File: src/rtl/cfg_eng_pkg.sv
package cfg_eng_pkg;
  localparam int unsigned DW    = 32;
  localparam int unsigned AW    = 8;
  localparam int unsigned BID_W = 12;
  localparam int unsigned SW    = 2;

  localparam logic [BID_W-1:0] BOARD_ID   = 12'h190;
  localparam logic [AW-1:0]    OFS_DATA   = 8'hA0;
  localparam logic [AW-1:0]    OFS_CTRL   = 8'hA4;
  localparam logic [AW-1:0]    OFS_STAT   = 8'hA8;
  localparam logic [DW-1:0]    CMD_MASK   = ~(32'h3 << 18);
  localparam logic [DW-1:0]    CMD_SHUT   = 32'hC080_0000;
  localparam logic [DW-1:0]    CMD_REBOOT = 32'hC090_0000;

  typedef enum logic [1:0] {
    SEL_NONE,
    SEL_DATA,
    SEL_CTRL,
    SEL_STAT
  } reg_sel_e;
endpackage

File: src/rtl/cfg_addr_dec.sv
module cfg_addr_dec
  import cfg_eng_pkg::*;
#(
  parameter logic [BID_W-1:0] BoardId = BOARD_ID
) (
  input  logic [BID_W-1:0] board_type_i,
  input  logic             rd_en_i,
  input  logic             wr_en_i,
  input  logic [AW-1:0]    addr_i,
  output reg_sel_e         sel_o,
  output logic             data_we_o,
  output logic             ctrl_we_o,
  output logic             stat_we_o,
  output logic             bad_o
);
  logic enabled;
  assign enabled = (board_type_i == BoardId);

  always_comb begin
    sel_o = SEL_NONE;
    if (enabled) begin
      unique case (addr_i)
        OFS_DATA: sel_o = SEL_DATA;
        OFS_CTRL: sel_o = SEL_CTRL;
        OFS_STAT: sel_o = SEL_STAT;
        default:  sel_o = SEL_NONE;
      endcase
    end
  end

  assign data_we_o = wr_en_i && (sel_o == SEL_DATA);
  assign ctrl_we_o = wr_en_i && (sel_o == SEL_CTRL);
  assign stat_we_o = wr_en_i && (sel_o == SEL_STAT);
  assign bad_o     = (rd_en_i || wr_en_i) && (sel_o == SEL_NONE);
endmodule

File: src/rtl/cfg_cmd_dec.sv
module cfg_cmd_dec
  import cfg_eng_pkg::*;
(
  input  logic          clk_i,
  input  logic          rst_ni,
  input  logic          ctrl_we_i,
  input  logic [DW-1:0] wdata_i,
  output logic [DW-1:0] ctrl_q_o,
  output logic          cmd_err_o,
  output logic          shutdown_o,
  output logic          reboot_o
);
  logic [DW-1:0] cmd_m;
  logic          hit_shut, hit_reboot;

  assign cmd_m      = wdata_i & CMD_MASK;
  assign hit_shut   = (cmd_m == CMD_SHUT);
  assign hit_reboot = (cmd_m == CMD_REBOOT);
  assign cmd_err_o  = !(hit_shut || hit_reboot);

  always_ff @(posedge clk_i or negedge rst_ni) begin
    if (!rst_ni) begin
      ctrl_q_o   <= '0;
      shutdown_o <= 1'b0;
      reboot_o   <= 1'b0;
    end else begin
      if (ctrl_we_i) ctrl_q_o <= cmd_m;
      shutdown_o <= ctrl_we_i && hit_shut;
      reboot_o   <= ctrl_we_i && hit_reboot;
    end
  end

  assert_mask_R4: assert property (@(posedge clk_i) disable iff (!rst_ni)
    ctrl_we_i |=> (ctrl_q_o == ($past(wdata_i) & CMD_MASK)));

  assert_excl_R6: assert property (@(posedge clk_i) disable iff (!rst_ni)
    $onehot0({shutdown_o, reboot_o}));
endmodule

File: src/rtl/cfg_stat_reg.sv
module cfg_stat_reg
  import cfg_eng_pkg::*;
(
  input  logic          clk_i,
  input  logic          rst_ni,
  input  logic          ctrl_we_i,
  input  logic          cmd_err_i,
  input  logic          stat_we_i,
  input  logic [SW-1:0] wdata_i,
  output logic [SW-1:0] stat_q_o
);
  always_ff @(posedge clk_i or negedge rst_ni) begin
    if (!rst_ni) begin
      stat_q_o <= '0;
    end else if (ctrl_we_i) begin
      stat_q_o <= {cmd_err_i, 1'b1};
    end else if (stat_we_i) begin
      stat_q_o <= wdata_i;
    end
  end

  assert_done_R5: assert property (@(posedge clk_i) disable iff (!rst_ni)
    ctrl_we_i |=> stat_q_o[0]);

  assert_err_R8: assert property (@(posedge clk_i) disable iff (!rst_ni)
    (ctrl_we_i && cmd_err_i) |=> (stat_q_o == 2'b11));

  assert_clear_R9: assert property (@(posedge clk_i) disable iff (!rst_ni)
    stat_we_i |=> (stat_q_o == $past(wdata_i)));
endmodule

File: src/rtl/cfg_cmd_engine.sv
module cfg_cmd_engine
  import cfg_eng_pkg::*;
#(
  parameter logic [BID_W-1:0] BoardId = BOARD_ID
) (
  input  logic             clk_i,
  input  logic             rst_ni,
  input  logic [BID_W-1:0] board_type_i,
  input  logic             rd_en_i,
  input  logic             wr_en_i,
  input  logic [AW-1:0]    addr_i,
  input  logic [DW-1:0]    wdata_i,
  output logic [DW-1:0]    rdata_o,
  output logic             bad_reg_o,
  output logic             shutdown_req_o,
  output logic             reboot_req_o
);
  reg_sel_e      sel;
  logic          data_we, ctrl_we, stat_we, cmd_err;
  logic [DW-1:0] data_q, ctrl_q;
  logic [SW-1:0] stat_q;

  cfg_addr_dec #(.BoardId(BoardId)) u_dec (
    .board_type_i(board_type_i),
    .rd_en_i     (rd_en_i),
    .wr_en_i     (wr_en_i),
    .addr_i      (addr_i),
    .sel_o       (sel),
    .data_we_o   (data_we),
    .ctrl_we_o   (ctrl_we),
    .stat_we_o   (stat_we),
    .bad_o       (bad_reg_o)
  );

  cfg_cmd_dec u_cmd (
    .clk_i     (clk_i),
    .rst_ni    (rst_ni),
    .ctrl_we_i (ctrl_we),
    .wdata_i   (wdata_i),
    .ctrl_q_o  (ctrl_q),
    .cmd_err_o (cmd_err),
    .shutdown_o(shutdown_req_o),
    .reboot_o  (reboot_req_o)
  );

  cfg_stat_reg u_stat (
    .clk_i    (clk_i),
    .rst_ni   (rst_ni),
    .ctrl_we_i(ctrl_we),
    .cmd_err_i(cmd_err),
    .stat_we_i(stat_we),
    .wdata_i  (wdata_i[SW-1:0]),
    .stat_q_o (stat_q)
  );

  always_ff @(posedge clk_i or negedge rst_ni) begin
    if (!rst_ni)      data_q <= '0;
    else if (data_we) data_q <= wdata_i;
  end

  always_comb begin
    unique case (sel)
      SEL_DATA: rdata_o = data_q;
      SEL_CTRL: rdata_o = ctrl_q;
      SEL_STAT: rdata_o = {{(DW-SW){1'b0}}, stat_q};
      default:  rdata_o = '0;
    endcase
  end

  // state frozen while the board type does not match
  assert_frozen_R2: assert property (@(posedge clk_i) disable iff (!rst_ni)
    (board_type_i != BoardId) |=> ($stable(data_q) && $stable(ctrl_q) && $stable(stat_q)
                                   && !shutdown_req_o && !reboot_req_o));

  assert_shut_R6: assert property (@(posedge clk_i) disable iff (!rst_ni)
    shutdown_req_o |-> (ctrl_q == CMD_SHUT && stat_q == 2'b01));

  assert_reboot_R7: assert property (@(posedge clk_i) disable iff (!rst_ni)
    reboot_req_o |-> (ctrl_q == CMD_REBOOT && stat_q == 2'b01));

  assert_badzero_R10: assert property (@(posedge clk_i) disable iff (!rst_ni)
    (rd_en_i && bad_reg_o) |-> (rdata_o == '0));
endmodule

File: config.mk
export PLATFORM = sky130hd
export DESIGN_NAME = cfg_cmd_engine
export DESIGN_NICKNAME = d
export VERILOG_FILES = /design/src/rtl/cfg_eng_pkg.sv /design/src/rtl/cfg_addr_dec.sv /design/src/rtl/cfg_cmd_dec.sv /design/src/rtl/cfg_stat_reg.sv /design/src/rtl/cfg_cmd_engine.sv
export SDC_FILE = /design/constraint.sdc
export NUM_CORES = 1
export LEC_CHECK = 0
export BUFFER_PORTS_ARGS = -buffer_cell sky130_fd_sc_hd__buf_4
export CELL_PAD_IN_SITES_DETAIL_PLACEMENT = 0
export CELL_PAD_IN_SITES_GLOBAL_PLACEMENT = 1
export CORE_ASPECT_RATIO = 0.7
export CORE_MARGIN = 10
export CORE_UTILIZATION = 41
export DETAILED_ROUTE_END_ITERATION = 10
export HOLD_SLACK_MARGIN = 0.15
export PLACE_DENSITY = 0.85
export REMOVE_ABC_BUFFERS = 1
export SETUP_SLACK_MARGIN = 0.3
export SLEW_MARGIN = 20
export SYNTH_ARGS = -nofsm -noshare
export SYNTH_HDL_FRONTEND = slang
export SYNTH_HIERARCHICAL = 1
export SYNTH_SLANG_ARGS = --single-unit
export TNS_END_PERCENT = 20
File: constraint.sdc
create_clock -name clk_i -period 2.9 [get_ports clk_i]
set_input_delay 0.58 -clock clk_i [delete_from_list [all_inputs] [get_ports clk_i]]
set_output_delay 0.58 -clock clk_i [all_outputs]
set_load 0.01 [all_outputs]
==> impl_metrics.toml <==
[status]
status = "completed"

[die]
initial_core_util = 0.4243
num_rows = 26
dieArea_sq_um = 11510
core_sq_um = 7320
die_width_um = 124.0
die_y_um = 92.82
io_pins = 91

[clock_network]
clk-insertion-delay-late_ps = 330
cts_hold_buf = 0
cts-root-buf = "clkbuf_8"
cts_buffers = 9
htree_levels = 3
tritoncts = "yes"
cts.clk_slew.worst_paths_ps = 60
clock_sinks = 66
cts_buffer_depth = 2

[logic_synthesis]
avgSynthCellArea_sq_um = 14.18
syn_inst = 219
synth_area_sq_um = 3105
ys_ff_latch = 66
netlist.top_cell.by_area = "dfrtp_1"
yosysSeqAreaShare = 0.5318
synth.distinct_cells = 32
yosysTopAreaCellShare = 0.5318
yosysWarnings = 6
synth_area_leaders = "dfrtp_1, mux2_1, mux2_2"

[critical_path]
cp-end-kind = "output pin"
crit_required_ps = 2320
worstPathArrival_ps = 2240
cp-start-kind = "input pin"
cp-startpoint = "board_type_i[6]"
r2r_slack_ps = 1990
worstSetupPathType = "input pin to output pin"
reg2reg_to = "u_stat/stat_q_o[0]"
r2r_cells = 2
crit_end = "rdata_o[3]"
path_max_fanout = 7
timing.rr.start = "u_stat/stat_q_o[0]"

[timing]
fin_crit_sh = 0.9740
final-max-slew-violation-count = 0
rsz0062_at_grt = "yes"
tns_ps = 0
maxSlewHeadroom = 0.4530
max_freq_ghz = 0.3540
fin_crit_ps = 2825
hold_viol_final = 0
finalClockSkew_ps = 0
worst_slew_pin_slew_ps = 820.5
finalSetupViolations = 0

[route]
avgViaCountPerCell = 5.365
ant_nets = 0
vias = 2307
drt-initial-drc-count = 138
wl_per_cell_um = 19.73
wl_um = 8486
first_pass_iters = 4
drc_errors = 0

[finish]
instances_no_fill = 430
syn2layout_area_growth_pct = 42.59
stdcell_area_sq_um = 4428
multi_input_area_sq_um = 1394
utilization = 0.6050
fill_cells = 597
layout-drive-gt1-share = 0.5211
antenna_cells = 0
seq_area_sq_um = 1652
layout.nets = 385

[power]
leakagePower_nw = 2.264
irDropWorstVdd_mv = 0.2376
design_power_total_mw = 1.860
p_per_area_nw_per_um2 = 420.0

[global_routing]
first_global_vias = 2517
grt_pass1_wl_um = 13390
antenna_found_initial = 0
grt_max_degree = 67
grtUsageTotal = 0.1472
overflow = 0

[placement]
portBuffers = 90
gp_congestion = 0.7357
place_area_sq_um = 3902
post-dp-hpwl_um = 5688
dp_cells = 405

[worst_hold_path]
hp-class = "input pin to async pin"

[job]
drv_cap = 0
[Yosys cell counts, drive strengths merged]
| cell | n |
|---|---|
| or4 | 1 |
| nor2b | 2 |
| nand3 | 1 |
| nand3b | 1 |
| dfrtp | 66 |
| or4b | 1 |
| xnor2 | 1 |
| mux2i | 1 |
| and2 | 1 |
| a22o | 32 |
| nor2 | 1 |
| o32a | 1 |
| nand2b | 1 |
| inv | 1 |
| mux2 | 64 |
| nor4 | 7 |
| conb | 1 |
| clkbuf | 1 |
| nand4b | 1 |
| nor3 | 3 |
| nand2 | 4 |
| a211o | 1 |
| nor4b | 7 |
| nand4 | 1 |
| and2b | 1 |
| buf | 16 |
| o21ai | 1 |
[how the worst min path moves through the flow]
stage	startpoint	endpoint	slack (ps)	depth (start not counted)
2_1_floorplan	rst_ni	data_q[0]	280	0
3_3_place_gp	u_cmd/ctrl_q_o[17]	u_cmd/ctrl_q_o[17]	470	1
3_5_place_dp	data_q[23]	data_q[23]	480	1
4_1_cts	rst_ni	u_cmd/ctrl_q_o[25]	380	1
5_1_grt	rst_ni	u_cmd/ctrl_q_o[10]	400	1
6_report	rst_ni	data_q[18]	340	1
[sequential cells by signal, summed over array words and instances (netlist names)]
register          count
u_stat/stat_q_o       2
u_cmd/shutdown_o      1
u_cmd/reboot_o        1
u_cmd/ctrl_q_o       30
data_q               32
[per-layer routing]
| metal | vias up | GRT usage | part of all wire | wire length [um] |
|---|---|---|---|---|
| li1 | 1043 | - | - | - |
| met5 | - | 0 | 0 | 0 |
| met2 | 68 | 0.2311 | 0.46 | 3936 |
| met1 | 1183 | 0.1924 | 0.46 | 3880 |
| met3 | 13 | 0.04973 | 0.070 | 596 |
| met4 | 0 | 0.03250 | 0.0085 | 72 |
[worst max-delay path: stages]
cell and delay [ps]:
buf_4 120, nor4b_4 260, nand2_2 100, buf_6 140
nor3_4 150, buf_6 120, buf_6 90, nor2b_4 40
buf_12 130, buf_8 130, a22o_1 250, buf_6 130
[stage by stage]
step | setup WS (ps) | hold WS [ps]
after floorplan | -2044 | 284.4
after global placement | -3.324 | 468.2
after detailed placement | -16.36 | 475.7
after CTS | 96.12 | 377.2
after global routing | 1.496 | 402.2
final | 75.30 | 341.4
[repair_timing]
action / CTS / global route
endpoints found under the hold margin: 0 / 0
pin swaps: 20 / 11
setup endpoints to repair: 32 / 32
resized for setup: 36 / 13
buffers inserted: 9 / 0
cloned: 2 / 0
[layout make-up]
type / instances / area share
clock inverter: 3 / 0.01469
multi-input combinational: 136 / 0.3148
timing repair buffer: 115 / 0.2371
inverter: 1 / 0.0008477
clock buffer: 11 / 0.03193
tap: 98 / 0.02769
sequential: 66 / 0.3730
[cell families (layout without fill, tap and decap cells)]
kind of cell / count (synthesis) / count (layout) / synth area share
buf+inv: 18 / 130 / 0.05358
mux: 65 / 65 / 0.2353
simple gates: 33 / 33 / 0.07735
flops: 66 / 66 / 0.5318
compound gates: 35 / 35 / 0.09790
xor+xnor: 1 / 1 / 0.002821
other cells: 1 / 2 / 0.001208
[cell usage in the layout, fill, tap and decap left out, drive strengths merged, types with 2 or more instances in the layout]
| cell type | count |
|---|---|
| conb | 2 |
| nand2 | 4 |
| dfrtp | 66 |
| nor4 | 7 |
| mux2 | 64 |
| buf | 115 |
| a22o | 32 |
| bufinv | 2 |
| nor3 | 3 |
| nor4b | 7 |
| nor2b | 2 |
| clkbuf | 11 |
[power by group]
group | total, mW | internal (mW) | switching [mW]
Sequential | 0.921 | 0.921 | 0.0000128
Combinational | 0.119 | 0.0630 | 0.0555
Clock | 0.821 | 0.497 | 0.323
No activity file was read; power rests on OpenSTA's default activity.
